File: config.mk
export PLATFORM = sky130hd
export DESIGN_NAME = call_stack_ctrl
export DESIGN_NICKNAME = d
export VERILOG_FILES = /design/src/rtl/stack_ctrl_pkg.sv /design/src/rtl/stack_ctrl_fsm.sv /design/src/rtl/stack_datapath.sv /design/src/rtl/call_stack_ctrl.sv
export SDC_FILE = /design/constraint.sdc
export NUM_CORES = 1
export LEC_CHECK = 0
export CAP_MARGIN = 5
export CORE_UTILIZATION = 40
export DETAILED_ROUTE_END_ITERATION = 7
export HOLD_SLACK_MARGIN = 0.12
export PLACE_DENSITY = 0.81
export SKIP_CTS_REPAIR_TIMING = 1
export SYNTH_ARGS = -nofsm -noshare
export SYNTH_HDL_FRONTEND = slang
export SYNTH_SLANG_ARGS = --single-unit
File: constraint.sdc
create_clock -name clk -period 3.1 [get_ports clk]
set_clock_uncertainty 0.05 [all_clocks]
set_input_delay 0.31 -clock clk [delete_from_list [all_inputs] [get_ports clk]]
set_output_delay 0.31 -clock clk [all_outputs]
set_load 0.01 [all_outputs]
File: src/rtl/stack_ctrl_pkg.sv
package stack_ctrl_pkg;

  typedef enum logic [1:0] {
    OP_PUSH = 2'b00,
    OP_POP  = 2'b01,
    OP_CALL = 2'b10,
    OP_RET  = 2'b11
  } stackOp_e;

  typedef struct packed {
    logic spDec;
    logic spInc;
    logic memWrite;
    logic wrSelPc;
    logic pcLoadTarget;
    logic pcLoadMem;
    logic popLoad;
    logic ovfPulse;
    logic udfPulse;
    logic readAddr;
  } stackStrobe_t;

endpackage

File: src/rtl/stack_ctrl_fsm.sv
module stack_ctrl_fsm
  import stack_ctrl_pkg::*;
(
  input  logic         clk,
  input  logic         rstN,
  input  logic         opValid,
  input  logic [1:0]   opCode,
  input  logic         atTop,
  input  logic         atLimit,
  output stackStrobe_t stb,
  output logic         busy
);

  typedef enum logic {S_IDLE, S_WAIT} ctrlState_e;

  ctrlState_e state, stateNext;
  logic       pendRet, pendRetNext;
  stackOp_e   op;

  assign op   = stackOp_e'(opCode);
  assign busy = (state == S_WAIT);

  always_comb begin
    stb         = '0;
    stateNext   = state;
    pendRetNext = pendRet;
    unique case (state)
      S_IDLE: begin
        if (opValid) begin
          unique case (op)
            OP_PUSH, OP_CALL: begin
              if (atLimit) begin
                stb.ovfPulse = 1'b1;
              end else begin
                stb.memWrite     = 1'b1;
                stb.spDec        = 1'b1;
                stb.wrSelPc      = (op == OP_CALL);
                stb.pcLoadTarget = (op == OP_CALL);
              end
            end
            OP_POP, OP_RET: begin
              if (atTop) begin
                stb.udfPulse = 1'b1;
              end else begin
                stb.readAddr = 1'b1;
                stateNext    = S_WAIT;
                pendRetNext  = (op == OP_RET);
              end
            end
            default: ;
          endcase
        end
      end
      S_WAIT: begin
        stb.spInc     = 1'b1;
        stb.pcLoadMem = pendRet;
        stb.popLoad   = !pendRet;
        stateNext     = S_IDLE;
      end
      default: stateNext = S_IDLE;
    endcase
  end

  always_ff @(posedge clk) begin
    if (!rstN) begin
      state   <= S_IDLE;
      pendRet <= 1'b0;
    end else begin
      state   <= stateNext;
      pendRet <= pendRetNext;
    end
  end

  // the read wait lasts exactly one cycle
  p_busy_single_r7: assert property (@(posedge clk) disable iff (!rstN)
    busy |=> !busy);

  // nothing is written while a read is outstanding
  p_quiet_when_busy_r9: assert property (@(posedge clk) disable iff (!rstN)
    busy |-> !stb.memWrite && !stb.ovfPulse && !stb.udfPulse);

endmodule

File: src/rtl/stack_datapath.sv
module stack_datapath
  import stack_ctrl_pkg::*;
#(
  parameter int                ADDR_W      = 8,
  parameter int                WORD_W      = 16,
  parameter logic [ADDR_W-1:0] STACK_TOP   = 8'd104,
  parameter logic [ADDR_W-1:0] STACK_LIMIT = 8'd100,
  parameter logic [WORD_W-1:0] RESET_PC    = 16'h0040
) (
  input  logic              clk,
  input  logic              rstN,
  input  stackStrobe_t      stb,
  input  logic [WORD_W-1:0] pushData,
  input  logic [WORD_W-1:0] callTarget,
  input  logic [WORD_W-1:0] memRData,
  output logic [ADDR_W-1:0] memAddr,
  output logic [WORD_W-1:0] memWData,
  output logic              memWe,
  output logic [ADDR_W-1:0] sp,
  output logic [WORD_W-1:0] pc,
  output logic [WORD_W-1:0] popData,
  output logic              popValid,
  output logic              overflowFlag,
  output logic              underflowFlag,
  output logic              atTop,
  output logic              atLimit
);

  localparam logic [ADDR_W-1:0] ONE = ADDR_W'(1);

  logic [ADDR_W-1:0] spDown;

  assign spDown   = sp - ONE;
  assign atTop    = (sp == STACK_TOP);
  assign atLimit  = (sp == STACK_LIMIT);
  assign memWe    = stb.memWrite;
  assign memAddr  = stb.memWrite ? spDown : sp;
  assign memWData = stb.wrSelPc ? pc : pushData;

  always_ff @(posedge clk) begin
    if (!rstN) begin
      sp            <= STACK_TOP;
      pc            <= RESET_PC;
      popData       <= '0;
      popValid      <= 1'b0;
      overflowFlag  <= 1'b0;
      underflowFlag <= 1'b0;
    end else begin
      if (stb.spDec)        sp <= spDown;
      else if (stb.spInc)   sp <= sp + ONE;
      if (stb.pcLoadTarget) pc <= callTarget;
      else if (stb.pcLoadMem) pc <= memRData;
      if (stb.popLoad)      popData <= memRData;
      popValid      <= stb.popLoad;
      overflowFlag  <= stb.ovfPulse;
      underflowFlag <= stb.udfPulse;
    end
  end

  // after a write the pointer sits on the address just written
  p_push_predec_r2: assert property (@(posedge clk) disable iff (!rstN)
    memWe |=> sp == $past(memAddr));

  // a delivered pop leaves the pointer one above the address read
  p_pop_postinc_r4: assert property (@(posedge clk) disable iff (!rstN)
    popValid |-> sp == $past(memAddr) + ONE);

  // a refused push or call writes nothing and moves nothing
  p_no_overflow_r3: assert property (@(posedge clk) disable iff (!rstN)
    overflowFlag |-> !$past(memWe) && $stable(sp) && $stable(pc));

  // a refused pop or return moves nothing
  p_no_underflow_r5: assert property (@(posedge clk) disable iff (!rstN)
    underflowFlag |-> $stable(sp) && $stable(pc) && !popValid);

  // pointer always stays inside the stack window
  p_sp_window_r1: assert property (@(posedge clk) disable iff (!rstN)
    sp <= STACK_TOP && sp >= STACK_LIMIT);

  // flags never both pulse together
  p_flags_exclusive_r3: assert property (@(posedge clk) disable iff (!rstN)
    !(overflowFlag && underflowFlag));

endmodule

File: src/rtl/call_stack_ctrl.sv
module call_stack_ctrl
  import stack_ctrl_pkg::*;
#(
  parameter int                ADDR_W      = 8,
  parameter int                WORD_W      = 16,
  parameter logic [ADDR_W-1:0] STACK_TOP   = 8'd104,
  parameter logic [ADDR_W-1:0] STACK_LIMIT = 8'd100,
  parameter logic [WORD_W-1:0] RESET_PC    = 16'h0040
) (
  input  logic              clk,
  input  logic              rstN,
  input  logic              opValid,
  input  logic [1:0]        opCode,
  input  logic [WORD_W-1:0] pushData,
  input  logic [WORD_W-1:0] callTarget,
  output logic [ADDR_W-1:0] memAddr,
  output logic [WORD_W-1:0] memWData,
  output logic              memWe,
  input  logic [WORD_W-1:0] memRData,
  output logic [ADDR_W-1:0] sp,
  output logic [WORD_W-1:0] pc,
  output logic [WORD_W-1:0] popData,
  output logic              popValid,
  output logic              busy,
  output logic              overflowFlag,
  output logic              underflowFlag
);

  stackStrobe_t stb;
  logic         atTop;
  logic         atLimit;

  stack_ctrl_fsm u_ctrl (
    .clk     (clk),
    .rstN    (rstN),
    .opValid (opValid),
    .opCode  (opCode),
    .atTop   (atTop),
    .atLimit (atLimit),
    .stb     (stb),
    .busy    (busy)
  );

  stack_datapath #(
    .ADDR_W      (ADDR_W),
    .WORD_W      (WORD_W),
    .STACK_TOP   (STACK_TOP),
    .STACK_LIMIT (STACK_LIMIT),
    .RESET_PC    (RESET_PC)
  ) u_dp (
    .clk           (clk),
    .rstN          (rstN),
    .stb           (stb),
    .pushData      (pushData),
    .callTarget    (callTarget),
    .memRData      (memRData),
    .memAddr       (memAddr),
    .memWData      (memWData),
    .memWe         (memWe),
    .sp            (sp),
    .pc            (pc),
    .popData       (popData),
    .popValid      (popValid),
    .overflowFlag  (overflowFlag),
    .underflowFlag (underflowFlag),
    .atTop         (atTop),
    .atLimit       (atLimit)
  );

endmodule

[Word level (Yosys, flattened, before mapping)]
Index checks and enable logic that the tools add are counted.
W data, S select, Z words.
Storage, ports and cells
  logic and storage cells: 52
  output and inout bits: 69
  bits in registers: 45
Cells by class
  bitwise operators: 6
  equal/unequal tests: 5
  add/subtract/negate cells: 2
  multiplexer cells: 22
  reduce and logical (&&, ||, !) cells: 9
Operators by type and width (count)
  $mux W16: 3
  $mux W8: 3
  $eq A8 B7 Y1 const B: 2
  $mux W3: 4
  $mux W1: 10
  $add A8 B1 Y8 const B: 1
  $reduce_or A4 Y1: 2
  $sub A8 B1 Y8 const B: 1
  $not A1 Y1: 6
  $eq A2 B2 Y1 const B: 2
  $reduce_and A4 Y1: 1
  $reduce_bool A2 Y1: 2
  $reduce_or A2 Y1: 2
  $eq A2 B1 Y1 const B: 1
  $logic_not A2 Y1: 1
  $mux W2: 1
  $pmux W1 S2: 1
  $logic_not A1 Y1: 1

[Depth between registers and ports, before layout]
  depth in word-level cells: 6
  mapped depth: 9
  gate-level depth less buffers: 7

[By module]
From an unflattened synthesis, not the netlist that was laid out.
Second synthesis, totals
  cell total of the unflattened synthesis: 253
  area total of the unflattened synthesis: 2467.4 um2
By module, submodules not included
  stack_datapath: times used 1, area an instance 2309.7 um2, sequential area each 860.8 um2, cells each 235
  stack_ctrl_fsm: times used 1, area an instance 157.7 um2, sequential area each 40.0 um2, cells each 18

[Worst setup path before layout]
OpenSTA, ideal clock, no wires.
  path type: reg2out
  from: register u_dp.sp[0]
  to: output memWData[10]
  data arrival time: 1.977 ns
  stages on the path, launching flop included: 8
  data required time: 2.740 ns
  buffers on the path: 2
  slack: 0.763 ns
  cell sequence: dfxtp_1 > inv_1 > ha_1 > and4b_1 > a211o_1 > buf_6 > clkbuf_1 > mux2_2
On the way
  word-level cells in the longest chain between the ends: 6
RTL lines
  start: declaration: line stack_datapath.sv:19  | output logic [ADDR_W-1:0] sp,
  start signal: assignment: line stack_datapath.sv:49  | if (stb.spDec) sp <= spDown;
  start signal: assignment: line stack_datapath.sv:50  | else if (stb.spInc) sp <= sp + ONE;
  $eq A8 B7 Y1: line stack_datapath.sv:35  | assign atLimit = (sp == STACK_LIMIT);
  $mux W3: line stack_ctrl_fsm.sv:32  | if (atLimit) begin
  $mux W3: line stack_ctrl_fsm.sv:30  | unique case (op)
  $mux W3: line stack_ctrl_fsm.sv:29  | if (opValid) begin
  $mux W3: line stack_ctrl_fsm.sv:27  | unique case (state)
  $mux W16: line stack_datapath.sv:38  | assign memWData = stb.wrSelPc ? pc : pushData;
  end: declaration: line call_stack_ctrl.sv:17  | output logic [WORD_W-1:0] memWData,
Every way passes these cells.

[Worst setup path in the final report]
  from: register u_dp.sp[0]
  to: output memWData[11]
The elaborated chain is that of the path after synthesis.

==> metrics.yaml <==
worst_hold_path:
  hold_class: "reg -> reg"
  min_to: "u_dp.popData[3]$_SDFFE_PN0P_"
  min_delay_path_depth: 2
  hold_start: "u_dp.popData[3]$_SDFFE_PN0P_"
floorplan:
  dieArea_sq_um: 6360
  initial_utilization_pct: 42.6
  die_w_um: 79.8
  ios: 122
  core_region_area_sq_um: 5680
  die_h_um: 79.8
  row_count: 27
yosys:
  synth-seq-cells: 45
  synth_edf_count: 0
  synthTopCellsByArea: "dfxtp_1 37%, mux2_2 7.4%, nand2_1 6.7%"
  syn_nets: 329
  syn_inst: 271
  yosysTopAreaCell: "dfxtp_1"
  synthTopCellsByCount: "45 x dfxtp_1, 43 x nand2_1, 17 x and2_1, 16 x a21boi_0, 16 x mux2_2"
  synth_top_area_share_pct: 37.2
  synth_flop_cell: "dfxtp_1"
  yosysWarnings: 0
  synthesis.area_sq_um: 2420
  yosysMostFrequentCell: "dfxtp_1"
  synth.distinct_cells: 52
  synthArstFlopShare_pct: 0
  ys_seq_area_share_pct: 37.2
  avgSynthCellArea_sq_um: 8.93
timing:
  max_freq_mhz: 335
  tightest_slew_ns: 0.679
  period_needed_ns: 2.98
  setup_viol: 0
  rsz0062_at_grt: "false"
  drv_slew: 0
  hold_viol_final: 0
  relSlewSlack_pct: 54.6
  min_period_over_period_pct: 96.2
power:
  p_per_area_nw_per_um2: 360
  p_leak_nw: 1.42
  vdd_drop_max_mv: 0.203
layout:
  fillerInstances: 462
  multi_input_area_sq_um: 1390
  n_antenna_cell: 0
  fin_util_pct: 67.1
  drive_gt1_share_pct: 10.7
  finalNetCount: 448
  syn_to_final_growth_pct: 57.3
  final-seq-area_sq_um: 903
  fin_area_sq_um: 3810
placement:
  dpl.hpwl_mm: 5.90
  port_buffers: 121
  place_area_sq_um: 3710
  routabilityCongestion: 0.932
worst_setup_path:
  worstPathRequired_ns: 2.74
  end_kind: "output pin"
  critPathArrivalTime_ns: 2.62
  cp_max_fo: 18
  r2r-start: "u_dp.sp[0]$_SDFFE_PN0P_"
  ff2ff_path_depth: 9
  startpoint_type: "flip-flop"
  path_class: "reg -> out"
  reg2reg_to: "u_dp.pc[0]$_SDFFE_PN0P_"
  reg2reg_slack_ns: 0.67
global_route:
  grt_pass1_wl_mm: 11.5
  grt_max_degree: 24
  antenna_found_initial: 0
  grt_pass1_vias: 2307
  track_usage_pct: 23.5
  gr-total-overflow: 0
route:
  drc: 0
  postRouteAntennaNets: 0
  route.vias.total: 2517
  viasPerCell: 5.44
  drt_iter0_markers: 119
  first_pass_iters: 5
  wirelength_mm: 7.79
  wl_per_cell_um: 16.8
clock_tree:
  cts_tree: "done"
  clkSinkCount: 45
  cts_buffer_depth: 2
  root_buffer: "clkbuf_8"
  path_clk_slew_ns: 0.09
  cts_buffers: 5
  cts-htree-levels: 2
  clock_latency_ns: 0.31
flow_run:
  drv_cap: 0
status:
  status: "finished, final reports clean"
==> how the worst max path moves through the flow <==
stage	startpoint	end	slack [ns]	depth (start not counted)
after global routing	u_dp.sp[0]$_SDFFE_PN0P_	memWData[13]	0.04	6
after CTS	u_dp.sp[0]$_SDFFE_PN0P_	memWData[11]	-0.17	6
after detailed placement	opValid	memWData[13]	0.05	5
final	u_dp.sp[0]$_SDFFE_PN0P_	memWData[11]	0.12	6
after global placement	opValid	memWData[8]	0.13	5
after floorplan	u_dp.sp[0]$_SDFFE_PN0P_	memWData[10]	0.76	7
==> cells by family after synthesis <==
| family | after synthesis | synth area share (%) |
|---|---|---|
| buf+inv | 29 | 5.58 |
| fa+ha+maj | 5 | 2.59 |
| simple gates | 107 | 23.6 |
| mux | 17 | 7.86 |
| xor+xnor | 7 | 2.53 |
| compound gates | 61 | 20.6 |
| flops | 45 | 37.2 |
==> sequential cells by signal, summed over array words and instances (netlist names) <==
register and flops:
u_dp.underflowFlag 1, u_dp.sp 8, u_ctrl.busy 1, u_dp.popData 16
u_dp.pc 16, u_dp.popValid 1, u_ctrl.pendRet 1, u_dp.overflowFlag 1
==> final cells by class <==
class	count	share of cell area, %
multi-input cells	197	36.6
repair buffers	133	34.2
clock buffers	5	1.81
flip-flops and latches	45	23.7
clock inverters	3	0.559
well taps	72	2.37
inverters	8	0.789
==> metal layers <==
metal / share of wire (%) / track usage [%] / routed length, um / vias to the layer above
li1: - / - / - / 1224
met1: 43 / 28.7 / 3360 / 1170
met2: 47 / 39.8 / 3690 / 103
met3: 6.5 / 4.46 / 504 / 20
met4: 3.0 / 10.5 / 230 / 0
met5: 0 / 0 / 0 / -
==> power by group <==
part	internal, mW	switching (mW)	total, mW	leakage, nW
Clock	0.160	0.219	0.379	0.0445
Combinational	0.212	0.156	0.368	1.01
Sequential	0.603	0.0209	0.624	0.366
Total	0.975	0.396	1.37	1.42
==> cells in the final DEF (no fill, tap or decap), types with 3 or more instances in the layout <==
cell,synthesis,final
nor4_1,5,5
and3_1,3,3
buf_4,0,12
and2_1,17,17
nand4_1,3,3
a221o_1,15,15
a21boi_0,16,16
nor2b_1,3,3
a21oi_1,4,4
nor2_1,5,5
inv_1,8,7
nand3_1,7,7
mux2_2,16,16
dfxtp_1,45,43
clkbuf_8,0,5
nand2b_1,4,4
clkdlybuf4s50_1,0,121
ha_1,5,5
nor3b_1,3,3
xnor2_1,6,6
o21ai_0,4,4
nand2_1,43,43
==> worst max-delay path, stage by stage, from the launching register on <==
cell	delay, ns
dfxtp_2	0.39
inv_1	0.13
ha_1	0.26
and4b_1	0.25
a211o_4	0.46
mux2_2	0.27
clkdlybuf4s50_1	0.53
==> metrics by stage <==
| step | hold slack, ns | TNS (ns) | setup slack (ns) | total power, mW | std cells |
|---|---|---|---|---|---|
| after floorplan | 0.398 | 0 | 0.763 | 0.797 | 271 |
| after global placement | 0.400 | 0 | 0.130 | 0.992 | 455 |
| after detailed placement | 0.410 | 0 | 0.0515 | 0.999 | 455 |
| after CTS | 0.423 | -2.53 | -0.171 | 1.37 | 463 |
| after global routing | 0.442 | 0 | 0.0389 | 1.43 | 463 |
| final | 0.419 | 0 | 0.119 | 1.37 | 463 |
Note: power is estimated with default switching activity, not from simulation.
